## src/rtl/fw_pkg.sv

```systemverilog
package fw_pkg;

  typedef enum logic [1:0] {
    FW_IDLE  = 2'd0,
    FW_SETUP = 2'd1,
    FW_STRB  = 2'd2,
    FW_HOLD  = 2'd3
  } fw_state_e;

  // control register image, MSB first
  typedef struct packed {
    logic       pd0_off;
    logic       rdy;
    logic [1:0] kind;
    logic       pd1_off;
    logic       ce_en;
    logic       seq;
    logic       wide;
  } fw_ctrl_t;

  localparam logic [7:0] FW_CTRL_RST = 8'h8A;

  localparam logic [1:0] SEL_RLATCH = 2'd0;
  localparam logic [1:0] SEL_WLATCH = 2'd1;
  localparam logic [1:0] SEL_CTRL   = 2'd2;
  localparam logic [1:0] SEL_MODE   = 2'd3;

endpackage

```

## src/rtl/fw_cfg_regs.sv

```systemverilog
module fw_cfg_regs
  import fw_pkg::*;
#(
  parameter int LATCH_W = 10,
  parameter int DATA_W  = 16
) (
  input  logic               clk,
  input  logic               rst_n,
  input  logic               cfg_we,
  input  logic [1:0]         cfg_sel,
  input  logic [DATA_W-1:0]  cfg_wdata,
  output logic [DATA_W-1:0]  cfg_rdata,
  input  logic               fl_rdy,
  output logic [LATCH_W-1:0] rd_latch,
  output logic [LATCH_W-1:0] wr_latch,
  output logic               seq_mode,
  output logic               ce_en,
  output logic               wide,
  output logic               pd0_off,
  output logic               pd1_off,
  output logic               pass_data
);

  localparam int CTRL_W = $bits(fw_ctrl_t);

  fw_ctrl_t   ctrl_q;
  fw_ctrl_t   ctrl_view;
  logic [1:0] rdy_sync;

  always_ff @(posedge clk or negedge rst_n) begin
    if (!rst_n) rdy_sync <= 2'b00;
    else        rdy_sync <= {rdy_sync[0], fl_rdy};
  end

  always_ff @(posedge clk or negedge rst_n) begin
    if (!rst_n) begin
      rd_latch  <= '0;
      wr_latch  <= '0;
      ctrl_q    <= fw_ctrl_t'(FW_CTRL_RST);
      pass_data <= 1'b0;
    end else if (cfg_we) begin
      case (cfg_sel)
        SEL_RLATCH: rd_latch  <= cfg_wdata[LATCH_W-1:0];
        SEL_WLATCH: wr_latch  <= cfg_wdata[LATCH_W-1:0];
        SEL_CTRL:   ctrl_q    <= fw_ctrl_t'(cfg_wdata[CTRL_W-1:0]);
        default:    pass_data <= cfg_wdata[0];
      endcase
    end
  end

  always_comb begin
    ctrl_view     = ctrl_q;
    ctrl_view.rdy = rdy_sync[1];
  end

  always_comb begin
    case (cfg_sel)
      SEL_RLATCH: cfg_rdata = DATA_W'(rd_latch);
      SEL_WLATCH: cfg_rdata = DATA_W'(wr_latch);
      SEL_CTRL:   cfg_rdata = DATA_W'(ctrl_view);
      default:    cfg_rdata = DATA_W'(pass_data);
    endcase
  end

  assign seq_mode = ctrl_q.seq;
  assign ce_en    = ctrl_q.ce_en;
  assign wide     = ctrl_q.wide;
  assign pd0_off  = ctrl_q.pd0_off;
  assign pd1_off  = ctrl_q.pd1_off;

endmodule

```

## src/rtl/fw_ce_decode.sv

```systemverilog
module fw_ce_decode #(
  parameter int NUM_CE = 8,
  localparam int SEL_W = $clog2(NUM_CE)
) (
  input  logic              en,
  input  logic [SEL_W-1:0]  sel,
  output logic [NUM_CE-1:0] ce_n
);

  // the select field is rotated left by one: its top bit picks odd/even
  logic [SEL_W-1:0] idx;
  assign idx = {sel[SEL_W-2:0], sel[SEL_W-1]};

  for (genvar g = 0; g < NUM_CE; g++) begin : g_ce
    assign ce_n[g] = !(en && (idx == SEL_W'(g)));
  end

endmodule

```

## src/rtl/fw_access_fsm.sv

```systemverilog
module fw_access_fsm
  import fw_pkg::*;
#(
  parameter int CPU_AW   = 16,
  parameter int DATA_W   = 16,
  parameter int LATCH_W  = 10,
  parameter int BANK_BIT = 8,
  parameter int NUM_BANK = 2,
  localparam int WIN_AW  = CPU_AW - 1,
  localparam int BANK_W  = $clog2(NUM_BANK)
) (
  input  logic               clk,
  input  logic               rst_n,
  input  logic               acc_valid,
  output logic               acc_ready,
  input  logic               acc_write,
  input  logic               acc_prog,
  input  logic [CPU_AW-1:0]  acc_addr,
  input  logic [DATA_W-1:0]  acc_wdata,
  input  logic [LATCH_W-1:0] rd_latch,
  input  logic [LATCH_W-1:0] wr_latch,
  input  logic               wide,
  input  logic [DATA_W-1:0]  fl_rdata,
  output logic               rsp_valid,
  output logic [DATA_W-1:0]  rsp_raw,
  output logic               busy,
  output logic [LATCH_W-1:0] cap_latch,
  output logic [WIN_AW-1:0]  cap_lo,
  output logic [DATA_W-1:0]  cap_wdata,
  output logic               doe,
  output logic [NUM_BANK-1:0] rd_n,
  output logic [NUM_BANK-1:0] wr_n
);

  fw_state_e st;
  logic      is_wr;
  logic      wide_q;
  logic      second;
  logic [BANK_W-1:0] bank;

  always_ff @(posedge clk or negedge rst_n) begin
    if (!rst_n) begin
      st        <= FW_IDLE;
      is_wr     <= 1'b0;
      wide_q    <= 1'b0;
      second    <= 1'b0;
      cap_latch <= '0;
      cap_lo    <= '0;
      cap_wdata <= '0;
      rsp_raw   <= '0;
    end else begin
      case (st)
        FW_IDLE: begin
          if (acc_valid && acc_addr[CPU_AW-1]) begin
            is_wr     <= acc_write;
            cap_latch <= (acc_write || acc_prog) ? wr_latch : rd_latch;
            cap_lo    <= acc_addr[WIN_AW-1:0];
            cap_wdata <= acc_wdata;
            wide_q    <= acc_write && wide;
            st        <= FW_SETUP;
          end
        end
        FW_SETUP: begin
          second <= 1'b0;
          st     <= FW_STRB;
        end
        FW_STRB: begin
          if (!is_wr) rsp_raw <= fl_rdata;
          if (wide_q && !second) second <= 1'b1;
          else                   st     <= FW_HOLD;
        end
        default: st <= FW_IDLE;
      endcase
    end
  end

  assign acc_ready = (st == FW_IDLE);
  assign busy      = (st != FW_IDLE);
  assign rsp_valid = (st == FW_HOLD) && !is_wr;
  assign doe       = busy && is_wr;
  assign bank      = cap_latch[BANK_BIT +: BANK_W];

  for (genvar b = 0; b < NUM_BANK; b++) begin : g_bank
    assign rd_n[b] = !((st == FW_STRB) && !is_wr && (bank == BANK_W'(b)));
    assign wr_n[b] = !((st == FW_STRB) &&  is_wr && (bank == BANK_W'(b)));
  end

endmodule

```

## src/rtl/flash_window_ctrl.sv

```systemverilog
module flash_window_ctrl #(
  parameter int CPU_AW   = 16,
  parameter int DATA_W   = 16,
  parameter int LATCH_W  = 10,
  parameter int NUM_CE   = 8,
  parameter int NUM_BANK = 2,
  parameter int CE_LSB   = 5,
  parameter int BANK_BIT = 8,
  parameter int CLE_BIT  = 4,
  parameter int ALE_BIT  = 3,
  localparam int WIN_AW  = CPU_AW - 1,
  localparam int FA_W    = WIN_AW + LATCH_W,
  localparam int SEL_W   = $clog2(NUM_CE)
) (
  input  logic                clk,
  input  logic                rst_n,
  input  logic                acc_valid,
  output logic                acc_ready,
  input  logic                acc_write,
  input  logic                acc_prog,
  input  logic [CPU_AW-1:0]   acc_addr,
  input  logic [DATA_W-1:0]   acc_wdata,
  output logic                rsp_valid,
  output logic [DATA_W-1:0]   rsp_data,
  input  logic                cfg_we,
  input  logic [1:0]          cfg_sel,
  input  logic [DATA_W-1:0]   cfg_wdata,
  output logic [DATA_W-1:0]   cfg_rdata,
  output logic [FA_W-1:0]     fl_addr,
  output logic [NUM_CE-1:0]   fl_ce_n,
  output logic [NUM_BANK-1:0] fl_rd_n,
  output logic [NUM_BANK-1:0] fl_wr_n,
  output logic [DATA_W-1:0]   fl_wdata,
  output logic                fl_doe,
  input  logic [DATA_W-1:0]   fl_rdata,
  input  logic                fl_rdy,
  output logic [NUM_BANK-1:0] fl_pd_n
);

  logic [LATCH_W-1:0] rd_latch, wr_latch, cap_latch, addr_hi;
  logic [WIN_AW-1:0]  cap_lo;
  logic [DATA_W-1:0]  cap_wdata, rsp_raw;
  logic               seq_mode, ce_en, wide, pd0_off, pd1_off, pass_data, busy;
  logic               dec_en;
  logic [SEL_W-1:0]   dec_sel;

  fw_cfg_regs #(.LATCH_W(LATCH_W), .DATA_W(DATA_W)) u_regs (
    .clk(clk), .rst_n(rst_n),
    .cfg_we(cfg_we), .cfg_sel(cfg_sel), .cfg_wdata(cfg_wdata), .cfg_rdata(cfg_rdata),
    .fl_rdy(fl_rdy),
    .rd_latch(rd_latch), .wr_latch(wr_latch),
    .seq_mode(seq_mode), .ce_en(ce_en), .wide(wide),
    .pd0_off(pd0_off), .pd1_off(pd1_off), .pass_data(pass_data)
  );

  fw_access_fsm #(
    .CPU_AW(CPU_AW), .DATA_W(DATA_W), .LATCH_W(LATCH_W),
    .BANK_BIT(BANK_BIT), .NUM_BANK(NUM_BANK)
  ) u_fsm (
    .clk(clk), .rst_n(rst_n),
    .acc_valid(acc_valid), .acc_ready(acc_ready),
    .acc_write(acc_write), .acc_prog(acc_prog),
    .acc_addr(acc_addr), .acc_wdata(acc_wdata),
    .rd_latch(rd_latch), .wr_latch(wr_latch), .wide(wide),
    .fl_rdata(fl_rdata),
    .rsp_valid(rsp_valid), .rsp_raw(rsp_raw),
    .busy(busy), .cap_latch(cap_latch), .cap_lo(cap_lo), .cap_wdata(cap_wdata),
    .doe(fl_doe), .rd_n(fl_rd_n), .wr_n(fl_wr_n)
  );

  // sequential mode: chip enable is a level set from the read latch
  assign dec_en  = seq_mode ? ce_en : busy;
  assign dec_sel = seq_mode ? rd_latch[CE_LSB +: SEL_W] : cap_latch[CE_LSB +: SEL_W];

  fw_ce_decode #(.NUM_CE(NUM_CE)) u_ce (
    .en(dec_en), .sel(dec_sel), .ce_n(fl_ce_n)
  );

  always_comb begin
    addr_hi = cap_latch;
    if (seq_mode) begin
      addr_hi[CLE_BIT] = rd_latch[CLE_BIT];
      addr_hi[ALE_BIT] = rd_latch[ALE_BIT];
    end
  end

  assign fl_addr  = {addr_hi, cap_lo};
  assign fl_wdata = pass_data ? cap_wdata : ~cap_wdata;
  assign rsp_data = pass_data ? rsp_raw : ~rsp_raw;

  if (NUM_BANK == 2) begin : g_pd2
    assign fl_pd_n = {pd1_off, pd0_off};
  end else begin : g_pdn
    assign fl_pd_n = {NUM_BANK{pd0_off & pd1_off}};
  end

endmodule

```

## config.mk

```make
export PLATFORM = sky130hd
export DESIGN_NAME = flash_window_ctrl
export DESIGN_NICKNAME = d
export VERILOG_FILES = /design/src/rtl/fw_pkg.sv /design/src/rtl/fw_cfg_regs.sv /design/src/rtl/fw_ce_decode.sv /design/src/rtl/fw_access_fsm.sv /design/src/rtl/flash_window_ctrl.sv
export SDC_FILE = /design/constraint.sdc
export NUM_CORES = 1
export LEC_CHECK = 0
export BUFFER_PORTS_ARGS = -buffer_cell sky130_fd_sc_hd__buf_4
export CAP_MARGIN = 5
export CORE_UTILIZATION = 50
export DETAILED_ROUTE_END_ITERATION = 8
export GPL_TIMING_DRIVEN = 1
export MAX_ROUTING_LAYER = met4
export PLACE_DENSITY = 0.8
export SLEW_MARGIN = 20
export SYNTH_ARGS = -nofsm -noshare
export SYNTH_HDL_FRONTEND = slang
export SYNTH_HIERARCHICAL = 1
export SYNTH_SLANG_ARGS = --single-unit
```

## constraint.sdc

```tcl
create_clock -name clk -period 2.6 [get_ports clk]
set_input_delay 0.13 -clock clk [delete_from_list [all_inputs] [get_ports clk]]
set_output_delay 0.13 -clock clk [all_outputs]
set_load 0.005 [all_outputs]
```

==> flow_metrics.py <==
metrics = {
    "status": {
        "status": "finished clean",
    },
    "timing": {
        "hold_ws_ps": 14.6,
        "worst_pin_slew_ps": 942,
        "relSlewSlack": 0.372,
        "finClkSkew_ps": 8.24,
        "min_period_over_period": 0.850,
        "rsz0062_at_grt": "no",
        "max_freq_ghz": 0.452,
        "tns_ps": 0,
        "timing.final.hold_violations": 0,
        "slew_viol_final": 0,
        "setup_viol": 0,
        "fin_crit_ps": 2210,
        "fin_ws_ps": 390,
    },
    "critical_path": {
        "cp_max_fo": 8,
        "critPathCaptureType": "output pin",
        "r2r_setup_slack_ps": 670,
        "r2r_cells": 6,
        "cp_cell_sequence": "mux2_2 > or4b_1 > buf_4",
        "critPathKind": "reg2out",
        "cpPeakStageDelay_ps": 640,
        "worst-path-buf-inv": 1,
        "cp-start-kind": "register",
        "arrival_ps": 2080,
        "critical_path.top_delay_family": "flip-flops",
        "cp_num_cells": 3,
        "worstPathRequired_ps": 2470,
        "slowest_stage": "dfstp_2",
    },
    "floorplanning": {
        "io_pins": 163,
        "core_mm2": 0.00876,
        "dieArea_mm2": 0.00952,
        "die_h_um": 97.5,
        "die_w_um": 97.5,
        "num_rows": 34,
        "initial_core_util": 0.521,
    },
    "finish": {
        "stdcell_area_mm2": 0.00612,
        "final_nets": 572,
        "drive_gt1_frac": 0.528,
        "syn_to_final_growth_pct": 34.0,
        "antenna_cells": 0,
    },
    "power_and_ir_drop": {
        "intPower_mw": 4.39,
        "p_leak_nw": 2.86,
        "cellPowerDensity_mw_per_mm2": 1030,
        "swShare": 0.300,
        "worst_ir_drop_vdd_uv": 475,
        "clkPwrFrac": 0.173,
        "comb_power_share": 0.437,
        "seq_power_share": 0.390,
        "power_switching_mw": 1.89,
        "p_total_mw": 6.28,
    },
    "placement": {
        "io_buffers": 150,
        "place_area_mm2": 0.00565,
        "hpwlAfterDp_um": 6600,
        "place_ws_ps": 663,
        "routabilityCongestion": 0.746,
    },
    "clock_tree": {
        "cts_tree": "yes",
        "post_cts.repair.setup_buffers": 0,
        "cts-root-buf": "clkbuf_8",
        "ctsLongestPathBuffers": 2,
        "numCtsBuffers": 9,
        "holdBufCountCts": 22,
        "clkSinkCount": 92,
        "clk_latency_ps": 350,
        "path_clk_slew_ps": 90,
        "h-tree-depth": 3,
        "cts_resized": 0,
    },
    "logic_synthesis": {
        "ys_warn_count": 6,
        "avgSynthCellArea_um2": 14.0,
        "synth_top_flop_cell": "dfrtp_1",
        "yosysSeqAreaShare": 0.505,
        "ys_seq_elements": 92,
        "synth.distinct_cells": 38,
        "synth.area.top_cells": "dfrtp_1 (49%), mux2_2 (16%), mux2_4 (5.9%)",
        "synth_edf_count": 0,
        "async_reset_ff_frac": 1.00,
        "synth_top_area_frac": 0.488,
        "synthCells": 326,
        "yosys.area.top_type": "dfrtp_1",
        "syn_area_mm2": 0.00456,
    },
    "detailed_routing": {
        "drtIter0Drc": 83,
        "postRouteAntennaNets": 0,
        "wl_per_cell_um": 15.9,
        "drt-total-wl_um": 9610,
        "drc": 0,
        "vias": 3055,
        "vias_per_cell": 5.04,
        "dr.pass1.iters": 4,
    },
    "global_routing": {
        "grt_pass1_vias": 3134,
        "grt_use_total": 0.218,
        "grt.overflow.total": 0,
        "antenna_found_initial": 0,
        "grt_pass1_wl_um": 15900,
        "grt_start_max_net_pins": 48,
    },
    "hold_path": {
        "min_path_cells": 2,
        "hp-class": "in2reg",
    },
    "flow_run": {
        "max_cap_violations": 0,
    },
}
cell usage in the layout (no fill, tap or decap), types with 4 or more instances in the layout:
cell type / count
mux2i_1: 20
o2bb2ai_1: 7
o21ai_0: 11
dfrtp_1: 88
xnor2_1: 30
clkbuf_8: 11
buf_4: 153
dlygate4sd3_1: 23
ha_1: 6
mux2_2: 63
mux2_4: 18
nand2_1: 16
inv_1: 4
conb_1: 6
metrics by stage:
| stage | std cells | utilization |
|---|---|---|
| after floorplan | 331 | - |
| after global placement | 567 | 0.645 |
| after detailed placement | 567 | 0.645 |
| after CTS | 605 | 0.697 |
| after global routing | 606 | 0.698 |
| final | 606 | 0.698 |
final timing paths:
kind,from,endpoint
worst min-delay path,fl_rdata[5],u_fsm/rsp_raw[5]
worst max-delay path,u_regs/seq_mode,fl_ce_n[0]
min in group asynchronous,rst_n,u_fsm/rsp_raw[13]
worst max register to register,u_fsm/st[0],u_fsm/cap_latch[5]
max in group asynchronous,rst_n,u_fsm/second
worst min register to register,u_regs/rdy_sync[0],u_regs/rdy_sync[1]
cell usage after synthesis (6+ instances only):
| library cell | instances |
|---|---|
| o21ai_0 | 11 |
| mux2_4 | 18 |
| nand2_1 | 16 |
| mux2_2 | 63 |
| o2bb2ai_1 | 7 |
| mux2i_1 | 20 |
| xnor2_1 | 30 |
| buf_4 | 9 |
| ha_1 | 6 |
| buf_6 | 6 |
| dfrtp_1 | 89 |
routing by layer:
metal / routed length [um] / vias to the layer above / part of all wire / track usage
li1: - / 1469 / - / -
met1: 4310 / 1473 / 0.45 / 0.286
met2: 4740 / 105 / 0.49 / 0.358
met3: 455 / 8 / 0.047 / 0.0331
met4: 100 / 0 / 0.010 / 0.0543
met5: 0 / - / 0 / -
layout make-up:
type	count	area (um2)
fill	645	2650
sequential	92	2310
multi-input combinational	209	2030
timing repair buffer	177	1400
clock buffer	11	151
tap	108	135
clock inverter	5	82.6
inverter	4	15.0
logic make-up after synthesis:
family                   count (synthesis)  share of synthesized area
multiplexers                           104                      0.269
adder cells (fa/ha/maj)                  6                     0.0164
AO/OA/AOI/OAI                           22                     0.0332
buffers and inverters                   30                     0.0551
flip-flops                              92                      0.505
AND/OR/NAND/NOR                         39                     0.0554
other                                    1                   0.000822
XOR/XNOR                                32                     0.0647
flip-flops by register name, summed over array words and instances, names as in the netlist, 2 cells and up:
name	flops
u_fsm/cap_latch	10
u_fsm/cap_lo	15
u_fsm/rsp_raw	16
u_regs/ctrl_q	2
u_regs/rdy_sync	2
u_regs/wr_latch	10
u_fsm/cap_wdata	16
u_regs/rd_latch	10
u_fsm/st	2
power groups by stage:
| stage | Clock [mW] | Combinational (mW) | Sequential [mW] |
|---|---|---|---|
| 2_1_floorplan | 0 | 1.61 | 2.36 |
| 5_1_grt | 1.19 | 2.98 | 2.54 |
| 4_1_cts | 1.13 | 2.77 | 2.46 |
| 3_3_place_gp | 0 | 2.67 | 2.45 |
| 3_5_place_dp | 0 | 2.74 | 2.48 |
| 6_report | 1.09 | 2.74 | 2.45 |
Note: power is estimated with default switching activity, not from simulation.
